$ cat src/rtl/csm_pkg.sv
package csm_pkg;

    localparam int unsigned OPW_DEFAULT = 4;

    // Shift-and-add reference product, used only by assertions.
    function automatic logic [63:0] shift_add_product(
        input logic [31:0] mcand,
        input logic [31:0] mplier,
        input int unsigned width
    );
        logic [63:0] acc_d;
        acc_d = '0;
        for (int unsigned i = 0; i < width; i++) begin
            if (mplier[i]) begin
                acc_d = acc_d + (64'(mcand) << i);
            end
        end
        return acc_d;
    endfunction

endpackage

$ cat src/rtl/csm_half_cell.sv
module csm_half_cell (
    input  logic x_in,
    input  logic y_in,
    output logic sum_out,
    output logic carry_out
);
    always_comb begin
        sum_out   = x_in ^ y_in;
        carry_out = x_in & y_in;
    end
endmodule

$ cat src/rtl/csm_full_cell.sv
module csm_full_cell (
    input  logic x_in,
    input  logic y_in,
    input  logic z_in,
    output logic sum_out,
    output logic carry_out
);
    logic half_d;

    always_comb begin
        half_d    = x_in ^ y_in;
        sum_out   = half_d ^ z_in;
        carry_out = (x_in & y_in) | (half_d & z_in);
    end
endmodule

$ cat src/rtl/csm_cla_adder.sv
module csm_cla_adder #(
    parameter int unsigned AW = 4
) (
    input  logic [AW-1:0] x_in,
    input  logic [AW-1:0] y_in,
    input  logic          cin,
    output logic [AW-1:0] sum_out,
    output logic          cout
);
    logic [AW-1:0] gen_d;
    logic [AW-1:0] prop_d;
    logic [AW:0]   cy_d;

    // Each carry is a flat sum of products of generate, propagate and cin.
    always_comb begin
        logic chain_d;
        logic term_d;
        logic acc_d;
        gen_d   = x_in & y_in;
        prop_d  = x_in ^ y_in;
        cy_d    = '0;
        cy_d[0] = cin;
        for (int k = 1; k <= int'(AW); k++) begin
            chain_d = cin;
            for (int q = 0; q < k; q++) begin
                chain_d = chain_d & prop_d[q];
            end
            acc_d = chain_d;
            for (int m = 0; m < k; m++) begin
                term_d = gen_d[m];
                for (int q = m + 1; q < k; q++) begin
                    term_d = term_d & prop_d[q];
                end
                acc_d = acc_d | term_d;
            end
            cy_d[k] = acc_d;
        end
        sum_out = prop_d ^ cy_d[AW-1:0];
        cout    = cy_d[AW];
    end

    always_comb begin
        assert_cla_sum_R6: assert ({cout, sum_out} ==
            ({1'b0, x_in} + {1'b0, y_in} + (AW+1)'(cin)))
            else $error("lookahead sum differs from operand sum");
    end
endmodule

$ cat src/rtl/csm_array.sv
module csm_array #(
    parameter int unsigned OPW = csm_pkg::OPW_DEFAULT
) (
    input  logic [OPW-1:0] a_in,
    input  logic [OPW-1:0] b_in,
    output logic [OPW-2:0] low_out,
    output logic [OPW-1:0] fin_x_out,
    output logic [OPW-1:0] fin_y_out
);
    localparam int unsigned CELLS = OPW - 1;

    logic [OPW-1:0][OPW-1:0]   pp_d;   // row i: a_in gated by b_in[i]
    logic [OPW-1:0][CELLS-1:0] sum_d;  // per-row sum vector
    logic [OPW-1:1][CELLS-1:0] cry_d;  // per-row carry vector

    for (genvar i = 0; i < int'(OPW); i++) begin : g_pp
        assign pp_d[i] = a_in & {OPW{b_in[i]}};
    end

    // Row 0 is the raw lower partial products of b_in[0].
    assign sum_d[0] = pp_d[0][CELLS-1:0];

    for (genvar i = 1; i < int'(OPW); i++) begin : g_row
        for (genvar j = 0; j < int'(CELLS); j++) begin : g_cell
            logic above_d;
            // Left column takes the previous row's top partial product.
            if (j == int'(CELLS) - 1) begin : g_edge
                assign above_d = pp_d[i-1][OPW-1];
            end else begin : g_inner
                assign above_d = sum_d[i-1][j+1];
            end
            if (i == 1) begin : g_ha
                csm_half_cell u_ha (
                    .x_in      (pp_d[i][j]),
                    .y_in      (above_d),
                    .sum_out   (sum_d[i][j]),
                    .carry_out (cry_d[i][j])
                );
            end else begin : g_fa
                csm_full_cell u_fa (
                    .x_in      (pp_d[i][j]),
                    .y_in      (above_d),
                    .z_in      (cry_d[i-1][j]),
                    .sum_out   (sum_d[i][j]),
                    .carry_out (cry_d[i][j])
                );
            end
        end
    end

    // Each row retires one low product bit.
    for (genvar i = 0; i < int'(CELLS); i++) begin : g_low
        assign low_out[i] = sum_d[i][0];
    end

    assign fin_x_out = {pp_d[OPW-1][OPW-1], sum_d[OPW-1]};
    assign fin_y_out = {cry_d[OPW-1], 1'b0};

    // The retired bits plus the weighted leftover vectors hold the product.
    always_comb begin
        assert_array_total_R2: assert ((64'(low_out) +
            ((64'(fin_x_out) + 64'(fin_y_out)) << (OPW - 1))) ==
            csm_pkg::shift_add_product(32'(a_in), 32'(b_in), OPW))
            else $error("carry-save array lost or misweighted a bit");
    end
endmodule

$ cat src/rtl/cs_array_mult.sv
module cs_array_mult #(
    parameter int unsigned OPW = csm_pkg::OPW_DEFAULT
) (
    input  logic [OPW-1:0]   a_in,
    input  logic [OPW-1:0]   b_in,
    output logic [2*OPW-1:0] prod_out
);
    logic [OPW-2:0] low_d;
    logic [OPW-1:0] fin_x_d;
    logic [OPW-1:0] fin_y_d;
    logic [OPW-1:0] hi_sum_d;
    logic           hi_cout_d;

    csm_array #(.OPW(OPW)) u_array (
        .a_in      (a_in),
        .b_in      (b_in),
        .low_out   (low_d),
        .fin_x_out (fin_x_d),
        .fin_y_out (fin_y_d)
    );

    csm_cla_adder #(.AW(OPW)) u_final (
        .x_in    (fin_x_d),
        .y_in    (fin_y_d),
        .cin     (1'b0),
        .sum_out (hi_sum_d),
        .cout    (hi_cout_d)
    );

    assign prod_out = {hi_cout_d, hi_sum_d, low_d};

    always_comb begin
        assert_lsb_and_R1: assert (prod_out[0] == (a_in[0] & b_in[0]))
            else $error("product bit 0 is not the operand LSB AND");
        if (a_in == '0 || b_in == '0) begin
            assert_zero_operand_R3: assert (prod_out == '0)
                else $error("zero operand gave a nonzero product");
        end
        if (a_in == OPW'(1)) begin
            assert_unit_operand_R4: assert (prod_out == (2*OPW)'(b_in))
                else $error("unit multiplicand did not pass the multiplier");
        end
    end
endmodule

$ cat config.mk
export PLATFORM = sky130hd
export DESIGN_NAME = cs_array_mult
export DESIGN_NICKNAME = d
export VERILOG_FILES = /design/src/rtl/csm_pkg.sv /design/src/rtl/csm_half_cell.sv /design/src/rtl/csm_full_cell.sv /design/src/rtl/csm_cla_adder.sv /design/src/rtl/csm_array.sv /design/src/rtl/cs_array_mult.sv
export SDC_FILE = /design/constraint.sdc
export NUM_CORES = 1
export LEC_CHECK = 0
export ABC_AREA = 1
export CORE_MARGIN = 2
export CORE_UTILIZATION = 37
export DETAILED_ROUTE_END_ITERATION = 12
export PLACE_DENSITY = 0.68
export SLEW_MARGIN = 20
export SYNTH_ARGS = -nofsm -noshare
export SYNTH_HDL_FRONTEND = slang
export SYNTH_HIERARCHICAL = 1
export SYNTH_SLANG_ARGS = --single-unit
$ cat constraint.sdc
create_clock -name vclk -period 3.4
set_clock_uncertainty 0.05 [all_clocks]
set_input_delay 0.68 -clock vclk [all_inputs]
set_output_delay 0.68 -clock vclk [all_outputs]
set_load 0.03 [all_outputs]
### Word level (Yosys, flattened, before mapping)

Index checks and enable logic that the tools add are counted.

* register bits after elaboration: 0
* input bits: 8
* logic and storage cells: 55
* output and inout bits: 8

* bitwise gates (word level): 55

Operator list (count)
* 1-bit bitwise AND: 21
* 4-bit bitwise AND: 5
* 1-bit bitwise XOR: 15
* 1-bit OR: 12
* 4-bit bitwise XOR: 2

### Depth between registers and ports, before layout

Gate-level depths: netlist of the first run.

* word-level depth: 14
* depth in mapped cells: 12
* gate-level depth less buffers: 12

### By module

Netlist of the first run, hierarchy kept.

Modules (own cells, without submodules)
* csm_cla_adder: sequential area each 0.0 sq um, times used 1, cells an instance 25, area an instance 176.4 sq um
* csm_array: sequential area each 0.0 sq um, times used 1, cells an instance 39, area an instance 168.9 sq um
* csm_full_cell: sequential area each 0.0 sq um, times used 6, cells an instance 1, area an instance 20.0 sq um
* csm_half_cell: sequential area each 0.0 sq um, times used 3, cells an instance 1, area an instance 12.5 sq um
* cs_array_mult: sequential area each 0.0 sq um, times used 1, cells an instance 2, area an instance 11.3 sq um

### Least setup slack after synthesis of the first run

No wires, ideal clock.

* path type: input-to-output
* start point: input port b_in[1]
* end point: output port prod_out[4]
* required time: 2.670 ns
* path buffers: 1
* arrival time: 2.896 ns
* slack: -0.226 ns
* cell stages on the path: 8
* cells stage by stage: nand2_1 inv_1 ha_1 fa_1 fa_1 buf_4 ha_1 xor2_1

RTL lines
* start: declaration: RTL line cs_array_mult.sv:5 `input logic [OPW-1:0] b_in,`
* end: declaration: RTL line cs_array_mult.sv:6 `output logic [2*OPW-1:0] prod_out`

### Final worst setup path of the first run

* start point: input port b_in[0]
* end point: output port prod_out[3]

* cells in the longest elaborated chain, start to end: 8
* elaborated cells between the ends (all ways): 15
* classes of those cells: bitwise: 15

RTL lines
* 4-bit bitwise AND: RTL line csm_array.sv:17 `assign pp_d[i] = a_in & {OPW{b_in[i]}};`
* net u_array.g_row[1].g_cell[2].above_d: RTL line csm_array.sv:25 `logic above_d;`
* 1-bit bitwise XOR: RTL line csm_half_cell.sv:8 `sum_out = x_in ^ y_in;`
* net u_array.g_row[2].g_cell[1].above_d: RTL line csm_array.sv:25
* 1-bit bitwise XOR: RTL line csm_full_cell.sv:11 `half_d = x_in ^ y_in;`
* 1-bit bitwise XOR: RTL line csm_full_cell.sv:12 `sum_out = half_d ^ z_in;`
* net u_array.g_row[3].g_cell[0].above_d: RTL line csm_array.sv:25
* 1-bit bitwise XOR: RTL line csm_full_cell.sv:11
* 1-bit bitwise XOR: RTL line csm_full_cell.sv:12
* net fin_x_d[0]: RTL line cs_array_mult.sv:9 `logic [OPW-1:0] fin_x_d;`
* 4-bit bitwise XOR: RTL line csm_cla_adder.sv:20 `prop_d = x_in ^ y_in;`
* 4-bit bitwise XOR: RTL line csm_cla_adder.sv:38 `sum_out = prop_d ^ cy_d[AW-1:0];`

The timed path passes the listed nets, and every way through them passes these cells.

==> results of run 1 <==
## per-layer routing
metal	part of all wire, %	vias to the layer above	GRT usage [%]	wire (um)
li1	-	249	-	-
met4	0	0	0	0
met5	0	-	0	0
met3	2.0	0	0	25
met1	39	231	19.7	484
met2	59	10	28.1	742
## stage by stage
step	setup TNS, ns	area (um^2)	hold slack [ns]	power, uW	instances
2_1_floorplan	-0.0185	571	1.52	180	76
3_3_place_gp	-2.89	764	2.29	251	109
3_5_place_dp	-3.05	764	2.29	253	109
4_1_cts	-0.0781	851	1.91	294	110
5_1_grt	-0.310	908	1.89	341	111
6_report	-0.0807	908	1.86	316	111
## cell usage in the layout, fill, tap and decap left out, types with 2 or more instances in the layout
| cell | count |
|---|---|
| sky130_fd_sc_hd__nand2_1 | 16 |
| sky130_fd_sc_hd__inv_1 | 13 |
| sky130_fd_sc_hd__buf_6 | 12 |
| sky130_fd_sc_hd__buf_4 | 7 |
| sky130_fd_sc_hd__nand2_2 | 7 |
| sky130_fd_sc_hd__inv_2 | 6 |
| sky130_fd_sc_hd__fa_2 | 5 |
| sky130_fd_sc_hd__ha_4 | 4 |
| sky130_fd_sc_hd__clkdlybuf4s50_1 | 3 |
| sky130_fd_sc_hd__conb_1 | 3 |
| sky130_fd_sc_hd__ha_1 | 3 |
| sky130_fd_sc_hd__buf_8 | 2 |
| sky130_fd_sc_hd__fa_1 | 2 |
| sky130_fd_sc_hd__xor2_4 | 2 |
| sky130_fd_sc_hd__nand3_1 | 2 |
## cell families after synthesis
family / after synthesis / share of synthesized area, %
XOR/XNOR: 2 / 3.41
adder cells (fa/ha/maj): 15 / 46.7
buffers and inverters: 27 / 24.8
other: 2 / 1.46
AND/OR/NAND/NOR: 29 / 23.6
## how the worst max path moves through the flow
stage | cells past startpoint | to | start
after CTS | 13 | prod_out[6] | b_in[0]
final | 8 | prod_out[3] | b_in[0]
after global placement | 8 | prod_out[3] | b_in[1]
after floorplan | 8 | prod_out[4] | b_in[1]
after global routing | 13 | prod_out[6] | a_in[2]
after detailed placement | 8 | prod_out[3] | b_in[1]
## final cells by class
class,instances,area [um^2]
Tap cell,15,18.8
Inverter,20,77.6
Multi-Input combinational cell,49,531
Fill cell,110,393
Timing Repair Buffer,27,282
## power groups by stage
stage / clock network (uW) / logic, uW / registers [uW]
2_1_floorplan: 0 / 180 / 0
3_3_place_gp: 0 / 251 / 0
3_5_place_dp: 0 / 253 / 0
4_1_cts: 0 / 294 / 0
5_1_grt: 0 / 341 / 0
6_report: 0 / 316 / 0
## worst max-delay path, stage by stage
cell	delay (ns)
sky130_fd_sc_hd__buf_8	0.10
sky130_fd_sc_hd__nand2_4	0.05
sky130_fd_sc_hd__inv_2	0.04
sky130_fd_sc_hd__ha_4	0.23
sky130_fd_sc_hd__fa_2	0.55
sky130_fd_sc_hd__fa_2	0.46
sky130_fd_sc_hd__fa_1	0.45
sky130_fd_sc_hd__buf_6	0.15
## what timing repair did
| item | in CTS | in global routing |
|---|---|---|
| gates resized for setup | 60 | 17 |
| gates cloned | 0 | 0 |
| pin swaps | 18 | 12 |
| endpoints found under the setup margin | 5 | 5 |
| buffers inserted | 1 | 1 |
==> insert_results.sql, run 1 <==
INSERT INTO impl_metrics (metric_group, metric, value, unit) VALUES
('pwr', 'power_per_cell_area', '347', 'nW/um^2'),
('worst_setup_path', 'path_max_fanout', '3', ''),
('layout', 'synth_to_layout_area_growth', '76.6', '%'),
('pwr', 'clock_power_share', '0', '%'),
('layout', 'fin_util', '69.8', '%'),
('layout', 'nets', '121', ''),
('place', 'detailed_place_hpwl', '866', 'um'),
('synthesis', 'syn-cell-area', '514', 'um^2'),
('outcome', 'failed_checks', 'setup timing', ''),
('floorplan', 'floorplan.initialDensity', '39.5', '%'),
('synthesis', 'yosys.cell_types.count', '10', ''),
('worst_hold_path', 'hp-class', 'input pin to primary output', ''),
('global_routing', 'grt_start_max_net_pins', '6', ''),
('timing', 'layout_min_cycle_time', '3.45', 'ns'),
('layout', 'num_antenna_cells', '0', ''),
('place', 'io_buffers', '16', ''),
('floorplan', 'floorplan.die.height', '41.3', 'um'),
('global_routing', 'grt_antenna_before_repair', '0', ''),
('layout', 'seq_cell_count', '0', ''),
('synthesis', 'netlist.top_cell.by_area', 'sky130_fd_sc_hd__fa_1', ''),
('routing', 'vias_per_cell', '4.41', ''),
('global_routing', 'global_routing_usage_summed_across_all_routing_layers', '14.8', '%'),
('timing', 'finalHoldViolations', '0', ''),
('worst_setup_path', 'timing.critical_path.arrival', '2.72', 'ns'),
('routing', 'route.detailed.drc', '0', ''),
('synthesis', 'synth_warnings', '6', ''),
('place', 'place_ws', '-0.973', 'ns'),
('floorplan', 'row_cnt', '13', ''),
('routing', 'drt-total-wl', '1250', 'um'),
('synthesis', 'ys_top_cells_by_count', '24 x sky130_fd_sc_hd__nand2_1, 20 x sky130_fd_sc_hd__inv_1, 8 x sky130_fd_sc_hd__ha_1', ''),
('floorplan', 'floorplan.core_area', '1300', 'um^2'),
('worst_hold_path', 'hold_start', 'b_in[2]', ''),
('routing', 'drtAntennaViolNets', '0', ''),
('timing', 'fin_crit_share', '101', '%'),
('pwr', 'power_frac_comb', '100.0', '%'),
('timing', 'grt_setup_unrepaired', 'yes', ''),
('synthesis', 'synth_top_cell_area_share', '27.3', '%'),
('worst_setup_path', 'timing.critical_path.from_type', 'input pin', ''),
('pwr', 'power.switching_fraction', '50.7', '%'),
('worst_hold_path', 'timing.hold.worst_endpoint', 'prod_out[2]', ''),
('layout', 'layout.clock_buffers', '0', ''),
('worst_setup_path', 'worstSetupPathType', 'input pin to primary output', ''),
('routing', 'drt-initial-drc-count', '2', ''),
('floorplan', 'die_outline_area', '1700', 'um^2'),
('floorplan', 'dieWidth', '41.3', 'um'),
('layout', 'drive_above_1_share', '54.2', '%'),
('synthesis', 'synth.most_common_cell', 'sky130_fd_sc_hd__nand2_1', ''),
('worst_setup_path', 'setup.worst_path.end_class', 'primary output', ''),
('synthesis', 'synth.yosys.seq_area_share', '0', '%'),
('outcome', 'status', 'finished, violations left', ''),
('place', 'finalWeightedCongestion', '0.826', ''),
('pwr', 'leakage', '0.000501', 'uW'),
('global_routing', 'grt.overflow.total', '0', ''),
('timing', 'maxSlewViolCount', '0', ''),
('synthesis', 'synth_area_leaders', 'sky130_fd_sc_hd__fa_1 27%, sky130_fd_sc_hd__ha_1 19%, sky130_fd_sc_hd__nand2_1 18%, sky130_fd_sc_hd__inv_1 15%, sky130_fd_sc_hd__buf_4 10%', ''),
('worst_setup_path', 'cp_data_required_time', '2.67', 'ns'),
('pwr', 'pwr-share-seq', '0', '%'),
('routing', 'detailedRoute.firstPassIterationCount', '4', ''),
('timing', 'minimum_setup_slack_in_the_final_design', '-0.0480', 'ns'),
('synthesis', 'post_synth_inst_count', '75', ''),
('pwr', 'power_report.internal_total', '156', 'uW'),
('worst_hold_path', 'cell_count_of_the_worst_hold_path', '5', ''),
('cts', 'ctsHoldBuffers', '0', ''),
('timing', 'timing.final.setup_violations', '2', ''),
('routing', 'num_vias', '490', ''),
('global_routing', 'grt_pass1_vias', '429', ''),
('global_routing', 'grt_pass1_wl', '1730', 'um'),
('routing', 'wire_length_per_cell_after_detailed_routing', '11.3', 'um'),
('job', 'timing.max_cap.violations', '0', ''),
('layout', 'sequential_cell_area', '0', 'um^2'),
('timing', 'max_clock_freq', '0.290', 'GHz'),
('pwr', 'irDropWorstVdd', '133', 'uV'),
('synthesis', 'synth.avg_cell_area', '6.86', 'um^2'),
('floorplan', 'ios', '16', ''),
('pwr', 'netSwitchingPower', '160', 'uW');
Note: power is estimated with default switching activity, not from simulation.
==> inputs of run 2 (changes only) <==
MAX_ROUTING_LAYER = met4   (was not set)
==> insert_results.sql, run 2 (synthesis results as in run 1) <==
INSERT INTO impl_metrics (metric_group, metric, value, unit) VALUES
('place', 'detailed_place_hpwl', '866', 'um'),
('routing', 'wire_length_per_cell_after_detailed_routing', '11.3', 'um'),
('layout', 'num_antenna_cells', '0', ''),
('layout', 'drive_above_1_share', '54.2', '%'),
('routing', 'wl_met2', '744', 'um'),
('routing', 'vias_per_cell', '4.41', ''),
('worst_setup_path', 'critical_path.endpoint', 'prod_out[3]', ''),
('pwr', 'irDropWorstVdd', '133', 'uV'),
('timing', 'grt_setup_unrepaired', 'yes', ''),
('layout', 'synth_to_layout_area_growth', '76.6', '%'),
('outcome', 'failed_checks', 'setup timing', ''),
('routing', 'detailedRoute.firstPassIterationCount', '4', ''),
('routing', 'drtAntennaViolNets', '0', ''),
('timing', 'maxSlewViolCount', '0', ''),
('layout', 'fillCellCount', '110', ''),
('pwr', 'finalPower', '315', 'uW'),
('place', 'finalWeightedCongestion', '0.838', ''),
('routing', 'route.detailed.drc', '0', ''),
('worst_setup_path', 'worstSetupPathType', 'input pin to primary output', ''),
('layout', 'nets', '121', ''),
('floorplan', 'floorplan.initialDensity', '39.5', '%'),
('routing', 'drt-met1-wl', '486', 'um'),
('layout', 'multi_input_comb_area', '531', 'um^2'),
('timing', 'finalHoldViolations', '0', ''),
('floorplan', 'ios', '16', ''),
('floorplan', 'row_cnt', '13', ''),
('global_routing', 'grt_start_max_net_pins', '6', ''),
('routing', 'num_vias', '490', ''),
('timing', 'worst_hold_slack', '1.86', 'ns'),
('global_routing', 'grt_antenna_before_repair', '0', ''),
('global_routing', 'global_routing_usage_summed_across_all_routing_layers', '15.1', '%'),
('layout', 'sequential_cell_area', '0', 'um^2'),
('pwr', 'power_frac_comb', '100.0', '%'),
('worst_setup_path', 'setup.worst_path.end_class', 'primary output', ''),
('worst_setup_path', 'path_max_fanout', '3', ''),
('pwr', 'clock_power_share', '0', '%'),
('worst_setup_path', 'timing.critical_path.from_type', 'input pin', ''),
('outcome', 'status', 'finished, violations left', ''),
('routing', 'drt-total-wl', '1260', 'um'),
('global_routing', 'grt_pass1_wl', '1710', 'um'),
('pwr', 'power_report.internal_total', '156', 'uW'),
('pwr', 'power_per_cell_area', '347', 'nW/um^2'),
('pwr', 'power.switching_fraction', '50.7', '%'),
('layout', 'leading_cell_types_in_the_layout_fill_and_taps_excluded', '16 x sky130_fd_sc_hd__nand2_1, 13 x sky130_fd_sc_hd__inv_1, 12 x sky130_fd_sc_hd__buf_6, 7 x sky130_fd_sc_hd__buf_4, 7 x sky130_fd_sc_hd__nand2_2', ''),
('pwr', 'netSwitchingPower', '160', 'uW'),
('routing', 'route.met3.wl', '24', 'um'),
('timing', 'max_clock_freq', '0.290', 'GHz'),
('timing', 'fin_crit_share', '101', '%'),
('global_routing', 'grt.overflow.total', '0', ''),
('global_routing', 'grt_pass1_vias', '429', ''),
('layout', 'mostFrequentLayoutCell', 'sky130_fd_sc_hd__nand2_1', ''),
('layout', 'seq_cell_count', '0', ''),
('worst_setup_path', 'cp_data_required_time', '2.67', 'ns'),
('place', 'io_buffers', '16', ''),
('job', 'timing.max_cap.violations', '0', ''),
('pwr', 'leakage', '0.000501', 'uW'),
('place', 'place_ws', '-0.973', 'ns'),
('floorplan', 'dieWidth', '41.3', 'um'),
('worst_hold_path', 'hp-class', 'input pin to primary output', ''),
('floorplan', 'floorplan.die.height', '41.3', 'um'),
('pwr', 'pwr-share-seq', '0', '%'),
('worst_setup_path', 'startpoint', 'b_in[0]', ''),
('routing', 'drt-initial-drc-count', '2', ''),
('floorplan', 'die_outline_area', '1700', 'um^2'),
('timing', 'timing.final.setup_violations', '2', ''),
('timing', 'minimum_setup_slack_in_the_final_design', '-0.0474', 'ns'),
('routing', 'dr.max_layer_used', 'met3', ''),
('floorplan', 'floorplan.core_area', '1300', 'um^2'),
('layout', 'layout.clock_buffers', '0', ''),
('worst_setup_path', 'timing.critical_path.arrival', '2.72', 'ns'),
('timing', 'layout_min_cycle_time', '3.45', 'ns');
run 2: final cells by class:
class	instances	share of cell area, %
well taps	15	2.07
inverters	20	8.54
repair buffers	27	31.0
multi-input cells	49	58.4
run 2: how the worst min path moves through the flow:
stage	endpoint	cells past startpoint	startpoint
final	prod_out[2]	5	b_in[2]
after global routing	prod_out[2]	5	b_in[2]
after CTS	prod_out[2]	5	b_in[2]
after detailed placement	prod_out[2]	5	a_in[0]
after global placement	prod_out[2]	5	b_in[2]
after floorplan	prod_out[0]	3	a_in[0]
run 2: power by group through the flow:
stage | clock, uW | sequential (uW) | combinational, uW
2_1_floorplan | 0 | 0 | 180
3_3_place_gp | 0 | 0 | 251
3_5_place_dp | 0 | 0 | 253
4_1_cts | 0 | 0 | 294
5_1_grt | 0 | 0 | 341
6_report | 0 | 0 | 315
run 2: worst max-delay path, cell delays in order:
cell,delay [ns]
sky130_fd_sc_hd__buf_8,0.10
sky130_fd_sc_hd__nand2_4,0.05
sky130_fd_sc_hd__inv_2,0.04
sky130_fd_sc_hd__ha_4,0.23
sky130_fd_sc_hd__fa_2,0.55
sky130_fd_sc_hd__fa_2,0.46
sky130_fd_sc_hd__fa_1,0.45
sky130_fd_sc_hd__buf_6,0.15
run 2: what timing repair did:
| item | in CTS | in global routing |
|---|---|---|
| setup buffers | 1 | 1 |
| resized for setup | 60 | 17 |
| pin swaps | 18 | 12 |
| hold buffers | 0 | 0 |
| setup endpoints to repair | 5 | 5 |
run 2: stage by stage:
stage / cells / util [%] / setup TNS, ns / area (um^2)
after floorplan: 76 / - / -0.0185 / 571
after global placement: 109 / 58.8 / -2.89 / 764
after detailed placement: 109 / 58.8 / -3.05 / 764
after CTS: 110 / 65.4 / -0.0781 / 851
after global routing: 111 / 69.8 / -0.310 / 908
final: 111 / 69.8 / -0.0740 / 908
run 2: metal layers:
metal / global-route usage [%] / up-vias
met5: - / -
met2: 28.1 / 10
met4: 0 / 0
li1: - / 249
met3: 0 / 0
met1: 19.3 / 231
==> inputs of run 3 (changes only) <==
SKIP_LAST_GASP = 1   (was not set)
==> insert_results.sql, run 3 (synthesis results as in run 1) <==
INSERT INTO impl_metrics (metric_group, metric, value, unit) VALUES
('timing', 'finalHoldViolations', '0', ''),
('place', 'place_inst', '109', ''),
('layout', 'drive_above_1_share', '54.2', '%'),
('worst_setup_path', 'worstSetupPathType', 'input pin to primary output', ''),
('outcome', 'status', 'finished, violations left', ''),
('floorplan', 'floorplan.die.height', '41.3', 'um'),
('layout', 'leading_cell_types_in_the_layout_fill_and_taps_excluded', '15 x sky130_fd_sc_hd__nand2_1, 13 x sky130_fd_sc_hd__inv_1, 10 x sky130_fd_sc_hd__buf_6, 9 x sky130_fd_sc_hd__buf_4, 9 x sky130_fd_sc_hd__nand2_2', ''),
('outcome', 'failed_checks', 'setup timing', ''),
('global_routing', 'grt.overflow.total', '0', ''),
('timing', 'layout_min_cycle_time', '3.46', 'ns'),
('place', 'finalWeightedCongestion', '0.838', ''),
('global_routing', 'grt_pass1_wl', '1710', 'um'),
('timing', 'maxSlewViolCount', '0', ''),
('worst_hold_path', 'hp-class', 'input pin to primary output', ''),
('worst_setup_path', 'timing.critical_path.arrival', '2.73', 'ns'),
('layout', 'nets', '121', ''),
('timing', 'fin_crit_share', '102', '%'),
('routing', 'route.detailed.drc', '0', ''),
('floorplan', 'ios', '16', ''),
('global_routing', 'grt_antenna_before_repair', '0', ''),
('place', 'detailed_place_hpwl', '866', 'um'),
('timing', 'max_clock_freq', '0.289', 'GHz'),
('pwr', 'leakage', '0.000495', 'uW'),
('routing', 'drtAntennaViolNets', '0', ''),
('layout', 'synth_to_layout_area_growth', '74.2', '%'),
('worst_setup_path', 'timing.critical_path.from_type', 'input pin', ''),
('worst_setup_path', 'timing.critical_path.cells', 'buf_8 -> nand2_2 -> inv_2 -> ha_4 -> fa_2 -> fa_2 -> fa_1 -> buf_6', ''),
('routing', 'wire_length_per_cell_after_detailed_routing', '9.96', 'um'),
('pwr', 'irDropWorstVdd', '126', 'uV'),
('routing', 'detailedRoute.firstPassIterationCount', '2', ''),
('layout', 'layoutNonFillerInstCount', '111', ''),
('floorplan', 'dieWidth', '41.3', 'um'),
('routing', 'vias_per_cell', '4.31', ''),
('worst_setup_path', 'cpMaxStageDelayCell', 'sky130_fd_sc_hd__fa_2', ''),
('layout', 'multi_input_comb_area', '526', 'um^2'),
('layout', 'num_antenna_cells', '0', ''),
('floorplan', 'floorplan.initialDensity', '39.5', '%'),
('job', 'timing.max_cap.violations', '0', ''),
('floorplan', 'row_cnt', '13', ''),
('layout', 'seq_cell_count', '0', ''),
('worst_setup_path', 'critical_path.most_common_cell', 'sky130_fd_sc_hd__fa_2', ''),
('timing', 'minimum_setup_slack_in_the_final_design', '-0.0589', 'ns'),
('worst_setup_path', 'path_max_fanout', '3', ''),
('global_routing', 'grt_start_max_net_pins', '6', ''),
('layout', 'fillCellCount', '116', ''),
('layout', 'fin_util', '68.8', '%'),
('floorplan', 'floorplan.core_area', '1300', 'um^2'),
('timing', 'timing.final.setup_violations', '2', ''),
('floorplan', 'die_outline_area', '1700', 'um^2'),
('layout', 'mostFrequentLayoutCell', 'sky130_fd_sc_hd__nand2_1', ''),
('global_routing', 'global_routing_usage_summed_across_all_routing_layers', '15.1', '%'),
('layout', 'sequential_cell_area', '0', 'um^2'),
('routing', 'drt-total-wl', '1110', 'um'),
('worst_setup_path', 'worst_path_largest_cell_delay', '0.54', 'ns'),
('timing', 'grt_setup_unrepaired', 'yes', ''),
('place', 'io_buffers', '16', ''),
('worst_setup_path', 'setup.worst_path.end_class', 'primary output', ''),
('worst_setup_path', 'cp_data_required_time', '2.67', 'ns'),
('pwr', 'power_per_cell_area', '348', 'nW/um^2'),
('routing', 'num_vias', '478', ''),
('routing', 'drt-initial-drc-count', '3', ''),
('layout', 'layout.clock_buffers', '0', ''),
('global_routing', 'grt_pass1_vias', '429', '');
[run 3: cell counts in the layout (fill, tap and decap cells not counted)]
Identical to the previous run, type by type.
[run 3: layer usage]
layer	global-route usage, %	routed length [um]
met5	-	0
met2	28.1	600
met4	0	0
met3	0	16
met1	19.3	490
[run 3: worst max-delay path, delay by kind of cell]
| kind | cells | cell delay (ns) |
|---|---|---|
| buffers and inverters | 3 | 0.29 |
| AND/OR/NAND/NOR | 1 | 0.06 |
| adder cells (fa/ha/maj) | 4 | 1.70 |
[run 3: area by class of cell]
cell class | instances | share of cell area (%)
multi-input cells | 49 | 58.7
repair buffers | 27 | 30.6
inverters | 20 | 8.66
well taps | 15 | 2.09
[run 3: path summary, 6_finish.rpt]
path | from | endpoint | slack [ns] | depth (start not counted)
hold / removal | b_in[2] | prod_out[2] | 1.86 | 5
setup / recovery | a_in[2] | prod_out[3] | -0.06 | 8
[run 3: report_power, final]
part / internal [uW] / switching, uW / leakage, uW
registers: 0 / 0 / 0
clock network: 0 / 0 / 0
logic: 154 / 158 / 0.000495
[run 3: what timing repair did]
| item | 4_1_cts | 5_1_grt |
|---|---|---|
| setup endpoints to repair | 5 | 5 |
| setup buffers | 1 | 1 |
| pin swaps | 18 | 11 |
| gates resized for setup | 59 | 15 |
| hold buffers | 0 | 0 |
[run 3: per-stage QoR]
step	worst slack (ns)	hold WS [ns]	area, um^2	total power (uW)	TNS, ns
after floorplan	-0.0185	1.52	571	180	-0.0185
after global placement	-0.936	2.29	764	251	-2.89
after detailed placement	-0.973	2.29	764	253	-3.05
after CTS	-0.0512	1.91	857	294	-0.101
after global routing	-0.105	1.89	896	336	-0.280
final	-0.0589	1.86	896	312	-0.0732
